File: src/rtl/sag_pkg.sv
package sag_pkg;
  localparam int NPH     = 3;
  localparam int SMP_W   = 16;
  localparam int LVL_W   = 8;
  localparam int FLD_LSB = 6;
  localparam int CNT_W   = 8;
endpackage

File: src/rtl/sag_phase_tracker.sv
module sag_phase_tracker #(
  parameter int SMP_W   = 16,
  parameter int LVL_W   = 8,
  parameter int FLD_LSB = 6,
  parameter int CNT_W   = 8
) (
  input  logic             clk,
  input  logic             rst,
  input  logic             vld_i,
  input  logic [SMP_W-1:0] smp_i,
  input  logic             zc_i,
  input  logic [LVL_W-1:0] level_i,
  input  logic [CNT_W-1:0] limit_i,
  input  logic             clr_i,
  output logic             flag_o
);
  localparam int FLD_MSB = FLD_LSB + LVL_W - 1;
  localparam logic [CNT_W-1:0] CNT_MAX = '1;

  logic [SMP_W:0]   sext, mag;
  logic             ovf;
  logic [LVL_W-1:0] field;
  logic             below, high_now, enabled, hit;
  logic [CNT_W-1:0] cnt_q, cnt_inc;
  logic             hc_ok_q, armed_q, flag_q;

  // magnitude slice with saturation above the window
  always_comb begin
    sext  = {smp_i[SMP_W-1], smp_i};
    mag   = smp_i[SMP_W-1] ? (~sext + 1'b1) : sext;
    ovf   = |mag[SMP_W:FLD_MSB+1];
    field = ovf ? {LVL_W{1'b1}} : mag[FLD_MSB:FLD_LSB];
    below = level_i > field;
  end

  assign high_now = vld_i && !below;
  assign enabled  = (level_i != '0) && (limit_i != '0);
  assign cnt_inc  = (cnt_q == CNT_MAX) ? cnt_q : cnt_q + 1'b1;
  assign hit      = zc_i && hc_ok_q && !high_now && enabled && armed_q &&
                    (cnt_inc >= limit_i);

  always_ff @(posedge clk) begin
    if (rst) begin
      cnt_q   <= '0;
      hc_ok_q <= 1'b1;
      armed_q <= 1'b1;
      flag_q  <= 1'b0;
    end else begin
      if (zc_i) begin
        hc_ok_q <= 1'b1;
        if (hc_ok_q && !high_now && enabled) cnt_q <= cnt_inc;
        else                                 cnt_q <= '0;
      end else if (high_now) begin
        hc_ok_q <= 1'b0;
        cnt_q   <= '0;
      end
      if (high_now)  armed_q <= 1'b1;
      else if (hit)  armed_q <= 1'b0;
      if (hit)         flag_q <= 1'b1;
      else if (clr_i)  flag_q <= 1'b0;
    end
  end

  assign flag_o = flag_q;


  flag_on_zc_chk: assert property (@(posedge clk) disable iff (rst)
    (flag_q && !$past(flag_q)) |-> $past(zc_i));

  level_zero_chk: assert property (@(posedge clk) disable iff (rst)
    (flag_q && !$past(flag_q)) |-> ($past(level_i) != '0));

  sticky_chk: assert property (@(posedge clk) disable iff (rst)
    (flag_q && !clr_i) |=> flag_q);

  restart_chk: assert property (@(posedge clk) disable iff (rst)
    (vld_i && !below) |=> (cnt_q == '0));
endmodule

File: src/rtl/sag_irq_gen.sv
module sag_irq_gen #(
  parameter int NPH = 3
) (
  input  logic           clk,
  input  logic           rst,
  input  logic [NPH-1:0] flag_i,
  input  logic [NPH-1:0] mask_i,
  output logic           irq_n_o
);
  logic irq_n_q;

  always_ff @(posedge clk) begin
    if (rst) irq_n_q <= 1'b1;
    else     irq_n_q <= ~|(flag_i & mask_i);
  end

  assign irq_n_o = irq_n_q;


  irq_low_chk: assert property (@(posedge clk) disable iff (rst)
    ((flag_i & mask_i) != '0) |=> !irq_n_q);

  irq_high_chk: assert property (@(posedge clk) disable iff (rst)
    ((flag_i & mask_i) == '0) |=> irq_n_q);
endmodule

File: src/rtl/sag_monitor.sv
module sag_monitor
  import sag_pkg::*;
#(
  parameter int N_PH   = NPH,
  parameter int S_W    = SMP_W,
  parameter int L_W    = LVL_W,
  parameter int F_LSB  = FLD_LSB,
  parameter int C_W    = CNT_W
) (
  input  logic                      clk,
  input  logic                      rst,
  input  logic [N_PH-1:0]           smp_vld_i,
  input  logic [N_PH-1:0][S_W-1:0]  smp_i,
  input  logic [N_PH-1:0]           zc_i,
  input  logic [L_W-1:0]            level_i,
  input  logic [C_W-1:0]            hc_limit_i,
  input  logic [N_PH-1:0]           mask_i,
  input  logic [N_PH-1:0]           clr_i,
  output logic [N_PH-1:0]           sag_flag_o,
  output logic                      irq_n_o
);
  logic [N_PH-1:0] flags;

  // one tracker per phase, shared level and limit
  for (genvar p = 0; p < N_PH; p++) begin : g_ph
    sag_phase_tracker #(
      .SMP_W(S_W), .LVL_W(L_W), .FLD_LSB(F_LSB), .CNT_W(C_W)
    ) u_trk (
      .clk(clk), .rst(rst),
      .vld_i(smp_vld_i[p]), .smp_i(smp_i[p]), .zc_i(zc_i[p]),
      .level_i(level_i), .limit_i(hc_limit_i), .clr_i(clr_i[p]),
      .flag_o(flags[p])
    );
  end

  sag_irq_gen #(.NPH(N_PH)) u_irq (
    .clk(clk), .rst(rst), .flag_i(flags), .mask_i(mask_i), .irq_n_o(irq_n_o)
  );

  assign sag_flag_o = flags;


  reset_flags_chk: assert property (@(posedge clk)
    $past(rst) |-> (sag_flag_o == '0 && irq_n_o));
endmodule

File: config.mk
export PLATFORM = sky130hd
export DESIGN_NAME = sag_monitor
export DESIGN_NICKNAME = d
export VERILOG_FILES = /design/src/rtl/sag_pkg.sv /design/src/rtl/sag_phase_tracker.sv /design/src/rtl/sag_irq_gen.sv /design/src/rtl/sag_monitor.sv
export SDC_FILE = /design/constraint.sdc
export NUM_CORES = 1
export LEC_CHECK = 0
export BUFFER_PORTS_ARGS = -buffer_cell sky130_fd_sc_hd__clkbuf_2
export CORE_MARGIN = 2
export CORE_UTILIZATION = 50
export DETAILED_ROUTE_END_ITERATION = 16
export GPL_TIMING_DRIVEN = 0
export PLACE_DENSITY = 0.77
export SLEW_MARGIN = 10
export SYNTH_ARGS = -nofsm -noshare
export SYNTH_HDL_FRONTEND = slang
export SYNTH_SLANG_ARGS = --single-unit
File: constraint.sdc
create_clock -name clk -period 5.4 [get_ports clk]
set_input_delay 0.27 -clock clk [delete_from_list [all_inputs] [get_ports clk]]
set_output_delay 0.27 -clock clk [all_outputs]
set_load 0.01 [all_outputs]
After elaboration in Yosys (flattened, before gate mapping) --
Index checks and enable logic that the tools add are counted. Widths: inputs -> output; s select.
Storage, ports and cells: input port bits 78, logic and storage cells 106, register bits 34, output and inout bits 4
Operators by class: $add $sub $neg 6, order comparisons 6, muxes and demuxes 24, bitwise gates (word level) 4, equality and inequality tests 3, reduce and logical (&&, ||, !) cells 50
Operators with widths (number):
- $mux 8 | 15
- $add 17x1->17 const B | 3
- $mux 17 | 3
- $not 17->17 | 3
- $logic_and 1x1->1 | 25
- $add 8x1->8 const B | 3
- $eq 8x8->1 const B | 3
- $ge 8x8->1 | 3
- $gt 8x8->1 | 3
- $reduce_bool 8->1 | 2
- $reduce_bool 2->1 | 6
- $reduce_or 2->1 | 6
- $reduce_or 3->1 | 4
- $logic_not 1->1 | 7
- $mux 1 | 6
- $and 3x3->3 | 1

Logic depth before layout (Yosys ltp) --
depth after elaboration 14, gate-level depth with buffers 14

Modules after synthesis --
A second synthesis with hierarchy kept.
Second synthesis, totals: cell total of the unflattened synthesis 498, area, all modules 3749.8 µm²
Modules (own cells, without submodules):
- sag_phase_tracker (g_ph[0].u_trk ...) | area each 1206.2 µm², cells an instance 162, sequential area each 220.2 µm², instances 2
- sag_phase_tracker (g_ph[1].u_trk) | area each 1301.2 µm², cells an instance 171, sequential area each 220.2 µm², instances 1
- sag_irq_gen | area each 36.3 µm², cells an instance 3, sequential area each 20.0 µm², instances 1

Worst setup path before layout --
OpenSTA, ideal clock, no wires.
path kind input to register, from input smp_i[4] (netlist bit), to register g_ph[0].u_trk.cnt_q[5], arrival time 3.416 ns, path buffers 1, stages on the path 13, data required time 5.305 ns, setup slack 1.888 ns, setup time 0.095 ns, cell sequence nor4_1 > nand4b_1 > or3_1 > o211ai_1 > o21a_1 > nor2_1 > ha_1 > nand4_1 > nor3_2 > or4b_1 > buf_2 > or4b_1 > a221oi_1
Between the ends: word-level cells in the longest chain between the ends 13
Ends and longest elaborated chain:
- from (decl) | line sag_monitor.sv:13 | input logic [N_PH-1:0][S_W-1:0] smp_i,
- $not 17->17 * | line sag_phase_tracker.sv:30 | mag = smp_i[SMP_W-1] ? (~sext + 1'b1) : sext;
- $add 17x1->17 * | line sag_phase_tracker.sv:30
- $mux 17 * | line sag_phase_tracker.sv:30
- $reduce_or 3->1 | line sag_phase_tracker.sv:31 | ovf = |mag[SMP_W:FLD_MSB+1];
- $mux 8 * | line sag_phase_tracker.sv:32 | field = ovf ? {LVL_W{1'b1}} : mag[FLD_MSB:FLD_LSB];
- $gt 8x8->1 * | line sag_phase_tracker.sv:33 | below = level_i > field;
- $logic_not 1->1 * | line sag_phase_tracker.sv:36 | assign high_now = vld_i && !below;
- $logic_and 1x1->1 * | line sag_phase_tracker.sv:36
- $logic_not 1->1 | line sag_phase_tracker.sv:51 | if (hc_ok_q && !high_now && enabled) cnt_q <= cnt_inc;
- $logic_and 1x1->1 (2 in series) | line sag_phase_tracker.sv:51
- $mux 8 | line sag_phase_tracker.sv:51
- $mux 8 | line sag_phase_tracker.sv:49 | if (zc_i) begin
- to (signal assigned) | line sag_phase_tracker.sv:51
- to (decl) | line sag_phase_tracker.sv:24 | logic [CNT_W-1:0] cnt_q, cnt_inc;
Mark *: on every way between the ends. The rest lies on a longest branch, timed or not. A chain may end at the register's enable or synchronous reset.

Worst setup path in the final report --
from input smp_i[34] (netlist bit), to register g_ph[2].u_trk.cnt_q[6]
Between the ends: word-level cells in the longest chain between the ends 13
Ends and longest elaborated chain (line):
- $not 17->17 * | sag_phase_tracker.sv:30
- $add 17x1->17 * | sag_phase_tracker.sv:30
- $mux 17 * | sag_phase_tracker.sv:30
- $reduce_or 3->1 | sag_phase_tracker.sv:31
- $mux 8 * | sag_phase_tracker.sv:32
- $gt 8x8->1 * | sag_phase_tracker.sv:33
- $logic_not 1->1 * | sag_phase_tracker.sv:36
- $logic_and 1x1->1 * | sag_phase_tracker.sv:36
- $logic_not 1->1 | sag_phase_tracker.sv:51
- $logic_and 1x1->1 (2 in series) | sag_phase_tracker.sv:51
- $mux 8 | sag_phase_tracker.sv:51
- $mux 8 | sag_phase_tracker.sv:49
- to (signal assigned) | sag_phase_tracker.sv:51
- to (decl) | sag_phase_tracker.sv:24
Marks and branches as above.

==> metrics.yaml <==
die:
  fp.dieW_um: 88.5
  core_mm2: 0.00683
  initial_utilization_pct: 52.2
  placementRows: 30
  die_h_um: 88.5
  die_area_mm2: 0.00782
  ios: 82
timing:
  skew_ps: 5.36
  slew_viol_final: 0
  fin_crit_sh_pct: 72.8
  hold_viol_final: 0
  relSlewSlack_pct: 40.8
  tns_ps: 0
  period_needed_ps: 3930
  rsz0062_at_grt: "no"
  max_freq_mhz: 254
  timing.hold.ws_ps: 214
  tightestPinTransition_ps: 866
  timing.final.ws_setup_ps: 1470
  setup_violations: 0
cts:
  clock_path_buffers: 2
  cts_buffers: 5
  root_buffer: "clkbuf_8"
  clock_latency_ps: 280
  clk_pin_slew_ps: 80
  htreeDepth: 2
  ctsResizeCount: 0
  clock-sinks: 34
  cts_hold_buf: 0
  cts_tree: "yes"
  cts_setup_buffers: 0
synthesis:
  synthFlopType: "dfxtp_1"
  synth-simple-area-share_pct: 28.5
  synth_edf_count: 0
  synth_cell_type_count: 59
  yosysSeqAreaShare_pct: 19.1
  synthArstFlopShare_pct: 0
  syn_nets: 594
  synth_top_family_by_area: "simple AND/OR/NAND/NOR gates"
  avgSynthCellArea_um2: 7.67
  synth_fa_ha_area_share_pct: 17.9
  synthMuxAreaShare_pct: 0.947
  synth_compound_area_share_pct: 23.5
  synth_xor_area_share_pct: 5.89
  yosys_warnings: 0
  netlist_area_mm2: 0.00357
  synth_seq_cells: 34
  synthCells: 465
worst_setup_path:
  crit_required_ps: 5560
  crit_cells: 15
  worstPathBufferInverterCount: 2
  slowest_stage: "a2111oi_0"
  cp_top_family: "compound AO/OA/AOI/OAI gates"
  worstSetupEndpointType: "register"
  r2r-end: "g_ph[1].u_trk.flag_o$_SDFFE_PP0P_"
  cp_cell_sequence: "clkbuf_2 > nor4_1 > nor4bb_1 > nand3_1 > o311ai_0 > o21ai_1 > and2_1 > ha_1 > a21oi_1 > o2111ai_1 > a2111oi_0 > nor3_1 > clkbuf_1 > a22oi_1 > nor2_1"
  worst_setup_path_start_kind: "input pin"
  reg2reg_depth: 11
  cp_max_fo: 10
  r2r_start: "g_ph[1].u_trk.cnt_q[0]$_SDFFE_PP0P_"
  crit_path_end: "g_ph[2].u_trk.cnt_q[6]$_SDFFE_PP0P_"
  path_class: "in -> reg"
  arrival_ps: 4090
  max_stage_delay_ps: 790
  worst-r2r-setup-slack_ps: 2510
  crit_path_start: "smp_i[34]"
placement:
  io_buffers: 79
  gp_congestion: 0.856
  dp_slack_ps: 1140
  dp.final_hpwl_mm: 7.26
  dpl-instance-area_mm2: 0.00408
layout:
  area_growth_pct: 17.5
  final_layout_size_suffix_gt1_share_pct: 19.7
  final_cell_area_mm2: 0.00419
  layout.nets: 680
  num_antenna_cells: 0
  final.fill_count: 633
routing:
  dr.pass1.iters: 4
  drt_iter0_drc: 174
  antenna_left: 0
  routed_wl_mm: 8.69
  via_per_inst: 5.71
  wl_per_cell_um: 13.4
  route.vias.total: 3700
  drc: 0
pwr:
  power_density_mw_per_mm2: 161
  p_total_uw: 676
  peakVddDrop_uv: 120
  p_leak_uw: 0.00187
global_routing:
  grt_pass1_wl_mm: 14.7
  antenna_found_initial: 0
  grt_usage_pct: 23.4
  grt_pass1_vias: 3392
  grt-ovfl-total: 0
  grt_max_degree: 12
min_path:
  hold_class: "in -> reg"
flow_run:
  cap_violations: 0
status:
  status: "completed"
-- flip-flops by register name, indices dropped and copies added (netlist names) --
name	cells
g_ph.u_trk.hc_ok_q	3
g_ph.u_trk.armed_q	3
u_irq.irq_n_o	1
g_ph.u_trk.flag_o	3
g_ph.u_trk.cnt_q	24
-- report_power, final --
part           internal [uW]  switching [uW]
clock                    136            97.9
combinational           80.3             104
sequential               254            4.02
total                    471             206
-- area by class of cell --
cell class | count | area [um2] | area share [%]
Buffer | 13 | 70.1 | 1.67
Clock buffer | 5 | 68.8 | 1.64
Clock inverter | 3 | 40.0 | 0.956
Inverter | 21 | 78.8 | 1.88
Multi-Input combinational cell | 397 | 2740 | 65.3
Sequential cell | 34 | 681 | 16.2
Tap cell | 96 | 120 | 2.87
Timing Repair Buffer | 79 | 395 | 9.44
-- per-stage QoR --
stage,std cells,util (%)
final,648,61.3
after global placement,640,59.7
after detailed placement,640,59.7
after global routing,648,61.3
after CTS,648,61.3
after floorplan,465,-
-- worst register-to-register path: stages, from the launching register on --
cell       delay, ps
dfxtp_1          420
ha_1             250
nand4_1          190
nor2_1           420
nor3_1           110
xnor2_1          230
ha_1             280
nor2b_1          130
a2111oi_0        320
o21ai_0          170
o211ai_1         140
o31ai_1          100
-- logic make-up (layout without fill, tap and decap cells) --
kind of cell	after synthesis	count (layout)
AO/OA/AOI/OAI	120	120
XOR/XNOR	24	24
multiplexers	3	3
adder cells (fa/ha/maj)	51	51
buffers and inverters	34	121
flip-flops	34	34
AND/OR/NAND/NOR	199	199
-- cells in the final DEF, fill, tap and decap left out, types with 11 or more instances in the layout --
cell and n:
o21a_1 13, ha_1 51, a21oi_1 28, inv_1 21, nand3_1 28, nor2_1 42, xor2_1 11, dfxtp_1 34
nor3_1 11, nand4_1 12, nand2_1 45, xnor2_1 13, clkbuf_2 79, o21ai_0 17
-- cell usage after synthesis, drive strengths merged, types with 3 or more instances --
cell type	instances	share of area, %
ha	51	18
nand2	47	5.1
nor2	42	4.4
dfxtp	34	19
nand3	29	4.2
a21oi	28	3.9
inv	21	2.2
o21ai	18	2.5
o21a	13	2.7
xnor2	13	3.2
nand4	12	2.1
nor3	12	1.8
xor2	11	2.7
nor4	10	1.8
and2	9	1.6
a22oi	8	1.7
and3	8	1.4
o211ai	8	1.7
or3	8	1.4
clkbuf	7	0.74
o31ai	7	1.5
a21o	6	1.3
buf	6	1.2
nand2b	6	1.1
a2111oi	4	1.5
a211o	4	0.98
nor2b	4	0.70
or4b	4	1.1
a211oi	3	0.63
a22o	3	0.74
mux2	3	0.95
o2111ai	3	0.74
or2	3	0.53
-- how the worst min path moves through the flow --
| stage | start | endpoint | slack (ps) | cells after the start |
|---|---|---|---|---|
| 3_3_place_gp | g_ph[1].u_trk.armed_q$_SDFFE_PP1P_ | g_ph[1].u_trk.armed_q$_SDFFE_PP1P_ | 430 | 1 |
| 4_1_cts | zc_i[1] | g_ph[1].u_trk.hc_ok_q$_SDFFE_PP1P_ | 210 | 2 |
| 3_5_place_dp | g_ph[1].u_trk.armed_q$_SDFFE_PP1P_ | g_ph[1].u_trk.armed_q$_SDFFE_PP1P_ | 440 | 1 |
| 6_report | zc_i[1] | g_ph[1].u_trk.hc_ok_q$_SDFFE_PP1P_ | 210 | 2 |
| 2_1_floorplan | zc_i[1] | g_ph[1].u_trk.hc_ok_q$_SDFFE_PP1P_ | 360 | 1 |
| 5_1_grt | zc_i[1] | g_ph[1].u_trk.hc_ok_q$_SDFFE_PP1P_ | 220 | 2 |
-- metal layers --
metal / vias up / GRT usage, % / wire length [um]
li1: 1915 / - / -
met1: 1684 / 31.6 / 4090
met2: 88 / 39.4 / 4130
met3: 13 / 3.45 / 352
met4: 0 / 5.65 / 120
met5: - / 0 / 0
Power figures use the tool's default switching activity.
